$ cat src/rtl/fpq_pkg.sv
package fpq_pkg;
  typedef enum logic [1:0] {
    FPQ_ZERO = 2'd0,
    FPQ_NORM = 2'd1,
    FPQ_INF  = 2'd2,
    FPQ_NAN  = 2'd3
  } fpq_class_e;
endpackage

$ cat src/rtl/fpq_unpack.sv
module fpq_unpack
  import fpq_pkg::*;
#(
  parameter int EXP_W  = 8,
  parameter int FRAC_W = 23
) (
  input  logic [EXP_W+FRAC_W:0] word,
  output logic                  sign,
  output logic [EXP_W-1:0]      expo,
  output fpq_class_e            cls
);
  logic [FRAC_W-1:0] frac;

  always_comb begin
    sign = word[EXP_W+FRAC_W];
    expo = word[FRAC_W +: EXP_W];
    frac = word[FRAC_W-1:0];
    if (&expo)
      cls = (frac == '0) ? FPQ_INF : FPQ_NAN;
    else if (expo == '0)
      cls = FPQ_ZERO;   // denormals flushed to zero
    else
      cls = FPQ_NORM;
  end
endmodule

$ cat src/rtl/fpq_restore_core.sv
module fpq_restore_core #(
  parameter int SIG_W = 24,
  parameter int ITERS = 25
) (
  input  logic             clk,
  input  logic             rst,
  input  logic             load,
  input  logic [SIG_W-1:0] dividend,
  input  logic [SIG_W-1:0] divisor,
  output logic [ITERS-1:0] quo,
  output logic             fin
);
  localparam int REM_W = SIG_W + 2;
  localparam int CNT_W = $clog2(ITERS + 1);

  logic [REM_W-1:0] rem;
  logic [SIG_W-1:0] div_r;
  logic [CNT_W-1:0] cnt;
  logic             run;
  logic [REM_W-1:0] diff;
  logic             fits;

  always_comb begin
    fits = rem >= {2'b00, div_r};
    diff = rem - {2'b00, div_r};
  end

  always_ff @(posedge clk) begin
    if (rst) begin
      rem   <= '0;
      div_r <= '0;
      quo   <= '0;
      cnt   <= '0;
      run   <= 1'b0;
      fin   <= 1'b0;
    end else begin
      fin <= 1'b0;
      if (load) begin
        rem   <= {2'b00, dividend};
        div_r <= divisor;
        quo   <= '0;
        cnt   <= '0;
        run   <= 1'b1;
      end else if (run) begin
        if (fits) begin
          rem <= {diff[REM_W-2:0], 1'b0};
          quo <= {quo[ITERS-2:0], 1'b1};
        end else begin
          rem <= {rem[REM_W-2:0], 1'b0};
          quo <= {quo[ITERS-2:0], 1'b0};
        end
        cnt <= cnt + 1'b1;
        if (cnt == CNT_W'(ITERS - 1)) begin
          run <= 1'b0;
          fin <= 1'b1;
        end
      end
    end
  end

  // partial remainder always below twice the divisor while iterating
  p_rem_bound_r5: assert property (@(posedge clk) disable iff (rst)
    run |-> (rem < {1'b0, div_r, 1'b0}));

  // completion from the loop is a single-cycle pulse
  p_fin_pulse_r4: assert property (@(posedge clk) disable iff (rst)
    fin |=> !fin);
endmodule

$ cat src/rtl/fpq_pack.sv
module fpq_pack
  import fpq_pkg::*;
#(
  parameter int EXP_W  = 8,
  parameter int FRAC_W = 23,
  parameter int ITERS  = FRAC_W + 2
) (
  input  logic                  sign_a,
  input  logic                  sign_b,
  input  logic [EXP_W-1:0]      exp_a,
  input  logic [EXP_W-1:0]      exp_b,
  input  fpq_class_e            cls_a,
  input  fpq_class_e            cls_b,
  input  logic [ITERS-1:0]      quo,
  output logic [EXP_W+FRAC_W:0] word,
  output logic                  dz
);
  localparam int BIAS = (1 << (EXP_W - 1)) - 1;
  localparam int EMAX = (1 << EXP_W) - 1;
  localparam int EW2  = EXP_W + 2;

  logic                    sgn;
  logic signed [EW2-1:0]   e_res;
  logic [FRAC_W-1:0]       frac_res;
  logic [EXP_W+FRAC_W:0]   inf_w, zero_w, qnan_w;

  always_comb begin
    sgn    = sign_a ^ sign_b;
    inf_w  = {sgn, {EXP_W{1'b1}}, {FRAC_W{1'b0}}};
    zero_w = {sgn, {(EXP_W + FRAC_W){1'b0}}};
    qnan_w = {1'b0, {EXP_W{1'b1}}, 1'b1, {(FRAC_W - 1){1'b0}}};
    // integer bit set: quotient in [1,2); else shift left one place
    e_res  = EW2'(exp_a) - EW2'(exp_b) + EW2'(BIAS) - EW2'(!quo[ITERS-1]);
    frac_res = quo[ITERS-1] ? quo[ITERS-2 -: FRAC_W] : quo[ITERS-3 -: FRAC_W];
    dz = 1'b0;
    if (cls_a == FPQ_NAN || cls_b == FPQ_NAN ||
        (cls_a == FPQ_ZERO && cls_b == FPQ_ZERO) ||
        (cls_a == FPQ_INF && cls_b == FPQ_INF)) begin
      word = qnan_w;
    end else if (cls_a == FPQ_INF) begin
      word = inf_w;
    end else if (cls_b == FPQ_INF) begin
      word = zero_w;
    end else if (cls_b == FPQ_ZERO) begin
      word = inf_w;
      dz   = 1'b1;
    end else if (cls_a == FPQ_ZERO) begin
      word = zero_w;
    end else if (e_res >= EMAX) begin
      word = inf_w;
    end else if (e_res <= 0) begin
      word = zero_w;
    end else begin
      word = {sgn, e_res[EXP_W-1:0], frac_res};
    end
  end
endmodule

$ cat src/rtl/fpq_div_top.sv
module fpq_div_top
  import fpq_pkg::*;
#(
  parameter int EXP_W  = 8,
  parameter int FRAC_W = 23
) (
  input  logic                    clk,
  input  logic                    rst,
  input  logic                    start,
  input  logic [EXP_W+FRAC_W:0]   op_a,
  input  logic [EXP_W+FRAC_W:0]   op_b,
  output logic                    busy,
  output logic                    done,
  output logic [EXP_W+FRAC_W:0]   quot,
  output logic                    div_zero
);
  localparam int W     = EXP_W + FRAC_W + 1;
  localparam int SIG_W = FRAC_W + 1;
  localparam int ITERS = FRAC_W + 2;
  localparam int LAT_W = $clog2(ITERS + 2) + 1;

  logic             accept;
  logic [W-1:0]     opr [2];
  logic             sgn [2];
  logic [EXP_W-1:0] ex  [2];
  fpq_class_e       cl  [2];
  logic [ITERS-1:0] core_quo;
  logic             core_fin;
  logic [W-1:0]     pack_word;
  logic             pack_dz;

  assign accept = start && !busy;

  genvar gi;
  generate
    for (gi = 0; gi < 2; gi++) begin : g_opnd
      fpq_unpack #(.EXP_W(EXP_W), .FRAC_W(FRAC_W)) u_unp (
        .word (opr[gi]),
        .sign (sgn[gi]),
        .expo (ex[gi]),
        .cls  (cl[gi])
      );
    end
  endgenerate

  fpq_restore_core #(.SIG_W(SIG_W), .ITERS(ITERS)) u_core (
    .clk      (clk),
    .rst      (rst),
    .load     (accept),
    .dividend ({1'b1, op_a[FRAC_W-1:0]}),
    .divisor  ({1'b1, op_b[FRAC_W-1:0]}),
    .quo      (core_quo),
    .fin      (core_fin)
  );

  fpq_pack #(.EXP_W(EXP_W), .FRAC_W(FRAC_W), .ITERS(ITERS)) u_pack (
    .sign_a (sgn[0]),
    .sign_b (sgn[1]),
    .exp_a  (ex[0]),
    .exp_b  (ex[1]),
    .cls_a  (cl[0]),
    .cls_b  (cl[1]),
    .quo    (core_quo),
    .word   (pack_word),
    .dz     (pack_dz)
  );

  always_ff @(posedge clk) begin
    if (rst) begin
      opr[0]   <= '0;
      opr[1]   <= '0;
      busy     <= 1'b0;
      done     <= 1'b0;
      quot     <= '0;
      div_zero <= 1'b0;
    end else begin
      done <= 1'b0;
      if (accept) begin
        opr[0] <= op_a;
        opr[1] <= op_b;
        busy   <= 1'b1;
      end
      if (core_fin) begin
        busy     <= 1'b0;
        done     <= 1'b1;
        quot     <= pack_word;
        div_zero <= pack_dz;
      end
    end
  end

  // cycle counter used only by the latency check
  logic [LAT_W-1:0] lat_cnt;
  always_ff @(posedge clk) begin
    if (rst)         lat_cnt <= '0;
    else if (accept) lat_cnt <= '0;
    else if (busy)   lat_cnt <= lat_cnt + 1'b1;
  end

  p_accept_busy_r2: assert property (@(posedge clk) disable iff (rst)
    accept |=> busy);

  p_busy_hold_r3: assert property (@(posedge clk) disable iff (rst)
    (busy && !core_fin) |=> (busy && $stable(opr[0]) && $stable(opr[1])));

  p_done_pulse_r4: assert property (@(posedge clk) disable iff (rst)
    done |=> !done);

  p_done_idle_r4: assert property (@(posedge clk) disable iff (rst)
    done |-> !busy);

  p_dz_inf_r8: assert property (@(posedge clk) disable iff (rst)
    (done && div_zero) |-> (quot[W-2:0] == {{EXP_W{1'b1}}, {FRAC_W{1'b0}}}));

  p_nan_noflag_r9: assert property (@(posedge clk) disable iff (rst)
    (done && (&quot[W-2 -: EXP_W]) && (quot[FRAC_W-1:0] != '0)) |-> !div_zero);

  p_latency_r12: assert property (@(posedge clk) disable iff (rst)
    done |-> (lat_cnt == LAT_W'(ITERS + 1)));
endmodule

$ cat config.mk
export PLATFORM = sky130hd
export DESIGN_NAME = fpq_div_top
export DESIGN_NICKNAME = d
export VERILOG_FILES = /design/src/rtl/fpq_pkg.sv /design/src/rtl/fpq_unpack.sv /design/src/rtl/fpq_restore_core.sv /design/src/rtl/fpq_pack.sv /design/src/rtl/fpq_div_top.sv
export SDC_FILE = /design/constraint.sdc
export NUM_CORES = 1
export LEC_CHECK = 0
export BUFFER_PORTS_ARGS = -buffer_cell sky130_fd_sc_hd__clkbuf_2
export CAP_MARGIN = 20
export CORE_UTILIZATION = 55
export DETAILED_ROUTE_END_ITERATION = 6
export HOLD_SLACK_MARGIN = 0.1
export PLACE_DENSITY_LB_ADDON = 0.1
export SLEW_MARGIN = 20
export SYNTH_ARGS = -nofsm -noshare
export SYNTH_HDL_FRONTEND = slang
export SYNTH_SLANG_ARGS = --single-unit
export TNS_END_PERCENT = 5
$ cat constraint.sdc
create_clock -name clk -period 4.5 [get_ports clk]
set_clock_uncertainty 0.05 [all_clocks]
set_input_delay 0.675 -clock clk [delete_from_list [all_inputs] [get_ports clk]]
set_output_delay 0.675 -clock clk [all_outputs]
set_load 0.1 [all_outputs]
==> flow_metrics.py <==
metrics = {
    "worst_setup_path": {
        "crit_arrival_ns": 4.35,
        "r2r_start": "opr[0][23]$_SDFFCE_PN0P_",
        "crit_path_end_kind": "flip-flop",
        "startpoint_type": "flip-flop",
        "critPathKind": "reg -> reg",
        "cp.required_ns": 4.80,
        "startpoint": "opr[0][23]$_SDFFCE_PN0P_",
        "crit_fanout": 11,
    },
    "route": {
        "drc_errors": 0,
        "wirelength_um": 19000,
        "drtPass1Iterations": 4,
        "ant_nets": 0,
        "viasPerCell": 5.49,
        "drtIter0Drc": 302,
        "via_count": 6803,
        "post_drt_wl_per_cell_um": 15.4,
    },
    "sta": {
        "min_period_ns": 4.05,
        "slew_headroom_pct": 32.9,
        "tightestPinTransition_ns": 0.999,
        "drv_slew": 0,
        "rsz0062_at_grt": "no",
        "max_freq_mhz": 247,
        "period_share_pct": 90.0,
        "hold_ws_ns": 0.400,
        "finalSetupTns_ns": 0,
        "finalSetupViolations": 0,
        "hold_viol_final": 0,
    },
    "clocking": {
        "htreeDepth": 4,
        "clk_latency_ns": 0.43,
        "clockRootBuffer": "clkbuf_16",
        "path_clk_slew_ns": 0.07,
        "cts_max_path_buffers": 2,
        "cts_tree": "built",
        "cts.sinks": 181,
        "cts_made_buffers": 17,
    },
    "hold_path": {
        "hold_path_class": "reg -> reg",
        "worstHoldStart": "u_core.div_r[13]$_SDFFE_PP0P_",
    },
    "synth": {
        "synth_enable_flop_cells": 64,
        "async_flop_share_pct": 0,
        "ys.flop_type": "dfxtp_1",
        "ys_types": 68,
        "synth_area_leaders": "dfxtp_1 26%, edfxtp_1 21%, mux2i_1 6.5%, ha_1 5.5%, and2_1 4.7%",
        "synth_nets": 1030,
        "syn_inst": 920,
        "synth.most_common_cell": "dfxtp_1",
        "synth_top_cell_area_share_pct": 25.6,
        "netlist_area_um2": 9140,
        "yosysTopAreaCell": "dfxtp_1",
        "synth.ff_latch_count": 181,
        "synth_common_cells": "117 x dfxtp_1, 68 x and2_1, 67 x nor2_1",
        "seq_area_frac_synth_pct": 46.6,
        "synth_warnings": 0,
        "syn_avg_cell_area_um2": 9.94,
    },
    "placed_design": {
        "port_buffers": 101,
        "place_congestion": 0.853,
        "dp_hpwl_um": 13500,
        "dpl.cell_count": 1208,
    },
    "finish": {
        "nets": 1122,
        "syn_to_final_growth_pct": 14.5,
        "diodes": 0,
        "multi_input_area_um2": 4570,
        "nFillCells": 1324,
        "ff_latch_area_um2": 4270,
        "final_cells": 1239,
        "drive_above_1_share_pct": 18.4,
        "final_util_pct": 65.2,
    },
    "die": {
        "die_x_um": 131,
        "die_area_um2": 17100,
        "die_h_um": 131,
        "rows": 46,
        "initial_core_util_pct": 56.9,
        "io_pins": 102,
        "core_um2": 16100,
    },
    "global_routing": {
        "grt_overflow_total": 0,
        "grt_pass1_wl_um": 31000,
        "track_usage_pct": 23.6,
        "antenna_found_initial": 0,
        "grt_pass1_vias": 6361,
        "grt_max_degree": 61,
    },
    "flow_run": {
        "max-cap-violations": 0,
    },
    "status": {
        "status": "complete, no violations",
    },
    "power_and_ir_drop": {
        "ir_drop_uv": 295,
        "p_per_area_nw_per_um2": 437,
        "finalPower_uw": 4570,
        "p_leak_uw": 0.00444,
    },
}
-- cells in the final DEF, fill, tap and decap left out, types with 4 or more instances in the layout --
cell type and count:
a211oi_1 5, a21o_1 39, a21oi_1 52, a221o_1 6, a31oi_1 15, and2_1 68
and3_1 9, buf_4 6, clkbuf_16 18, clkbuf_2 101, dfxtp_1 116, edfxtp_1 64
ha_1 40, inv_1 52, mux2i_1 59, nand2_1 48, nand2b_1 11, nand3_1 10
nand4_1 15, nor2_1 64, nor2b_1 8, nor3_1 16, nor4_1 13, o21a_1 6
o21ai_0 39, o21ai_2 20, o22ai_1 5, o31ai_1 4, or2_2 8, xnor2_1 22
xor2_1 14
-- stage by stage --
| step | worst slack (ns) | area, µm² |
|---|---|---|
| 6_report | 0.451 | 10500 |
| 5_1_grt | 0.0795 | 10500 |
| 4_1_cts | 0.200 | 10400 |
| 3_5_place_dp | 0.227 | 9870 |
| 3_3_place_gp | 0.401 | 9860 |
| 2_1_floorplan | 0.700 | 9140 |
-- critical path, cell delays in order (launching register included) --
cell      delay, ns
edfxtp_1       0.41
inv_1          0.07
ha_1           0.17
inv_1          0.06
fa_1           0.46
inv_1          0.12
ha_1           0.18
inv_1          0.05
fa_1           0.39
inv_1          0.07
a21oi_1        0.12
nor3b_1        0.25
o41ai_2        0.09
or3_1          0.37
a311o_1        0.45
nand4b_4       0.39
o21ai_0        0.27
-- registers in the layout, indices dropped and copies added, names as in the netlist --
| signal | count |
|---|---|
| div_zero | 1 |
| u_core.div_r | 24 |
| u_core.quo | 25 |
| u_core.fin | 1 |
| busy | 1 |
| u_core.rem | 26 |
| u_core.run | 1 |
| quot | 32 |
| opr | 64 |
| done | 1 |
| u_core.cnt | 5 |
-- report_power, final --
| part | switching (µW) | internal, µW |
|---|---|---|
| Combinational | 746 | 552 |
| Clock | 639 | 802 |
| Sequential | 49.7 | 1780 |
| Total | 1430 | 3140 |
-- routing by layer --
metal	share of wire (%)	vias up	GRT usage (%)
met4	1.1	0	7.03
met1	46	3180	30.1
li1	-	3479	-
met3	3.3	15	4.07
met2	50	129	41.0
met5	0	-	0
-- final timing paths --
path         cells past startpoint                            end  slack (ns)
min                              1  u_core.div_r[13]$_SDFFE_PP0P_        0.40
max                             16           quot[1]$_SDFFE_PP0P_        0.45
max reg2reg                     16           quot[1]$_SDFFE_PP0P_        0.45
min reg2reg                      1  u_core.div_r[13]$_SDFFE_PP0P_        0.40
-- kinds of logic after synthesis --
family	Yosys count	synth area share (%)
multiplexers	60	6.58
adder cells (fa/ha/maj)	44	6.26
flip-flops	181	46.6
buffers and inverters	91	4.09
AO/OA/AOI/OAI	218	16.2
AND/OR/NAND/NOR	289	16.7
XOR/XNOR	37	3.55
-- area by class of cell --
cell class,instances,share of cell area [%]
sequential,181,40.8
multi-input combinational,649,43.6
clock buffer,18,4.30
inverter,54,1.95
clock inverter,12,1.11
tap,216,2.58
timing repair buffer,109,5.64
-- repair_timing --
item                       in CTS  in global routing
gates resized for setup         0                  2
setup endpoints to repair       0                 22
setup buffers                   0                  0
hold buffers                    0                  0
(Power assumes the default switching activity.)
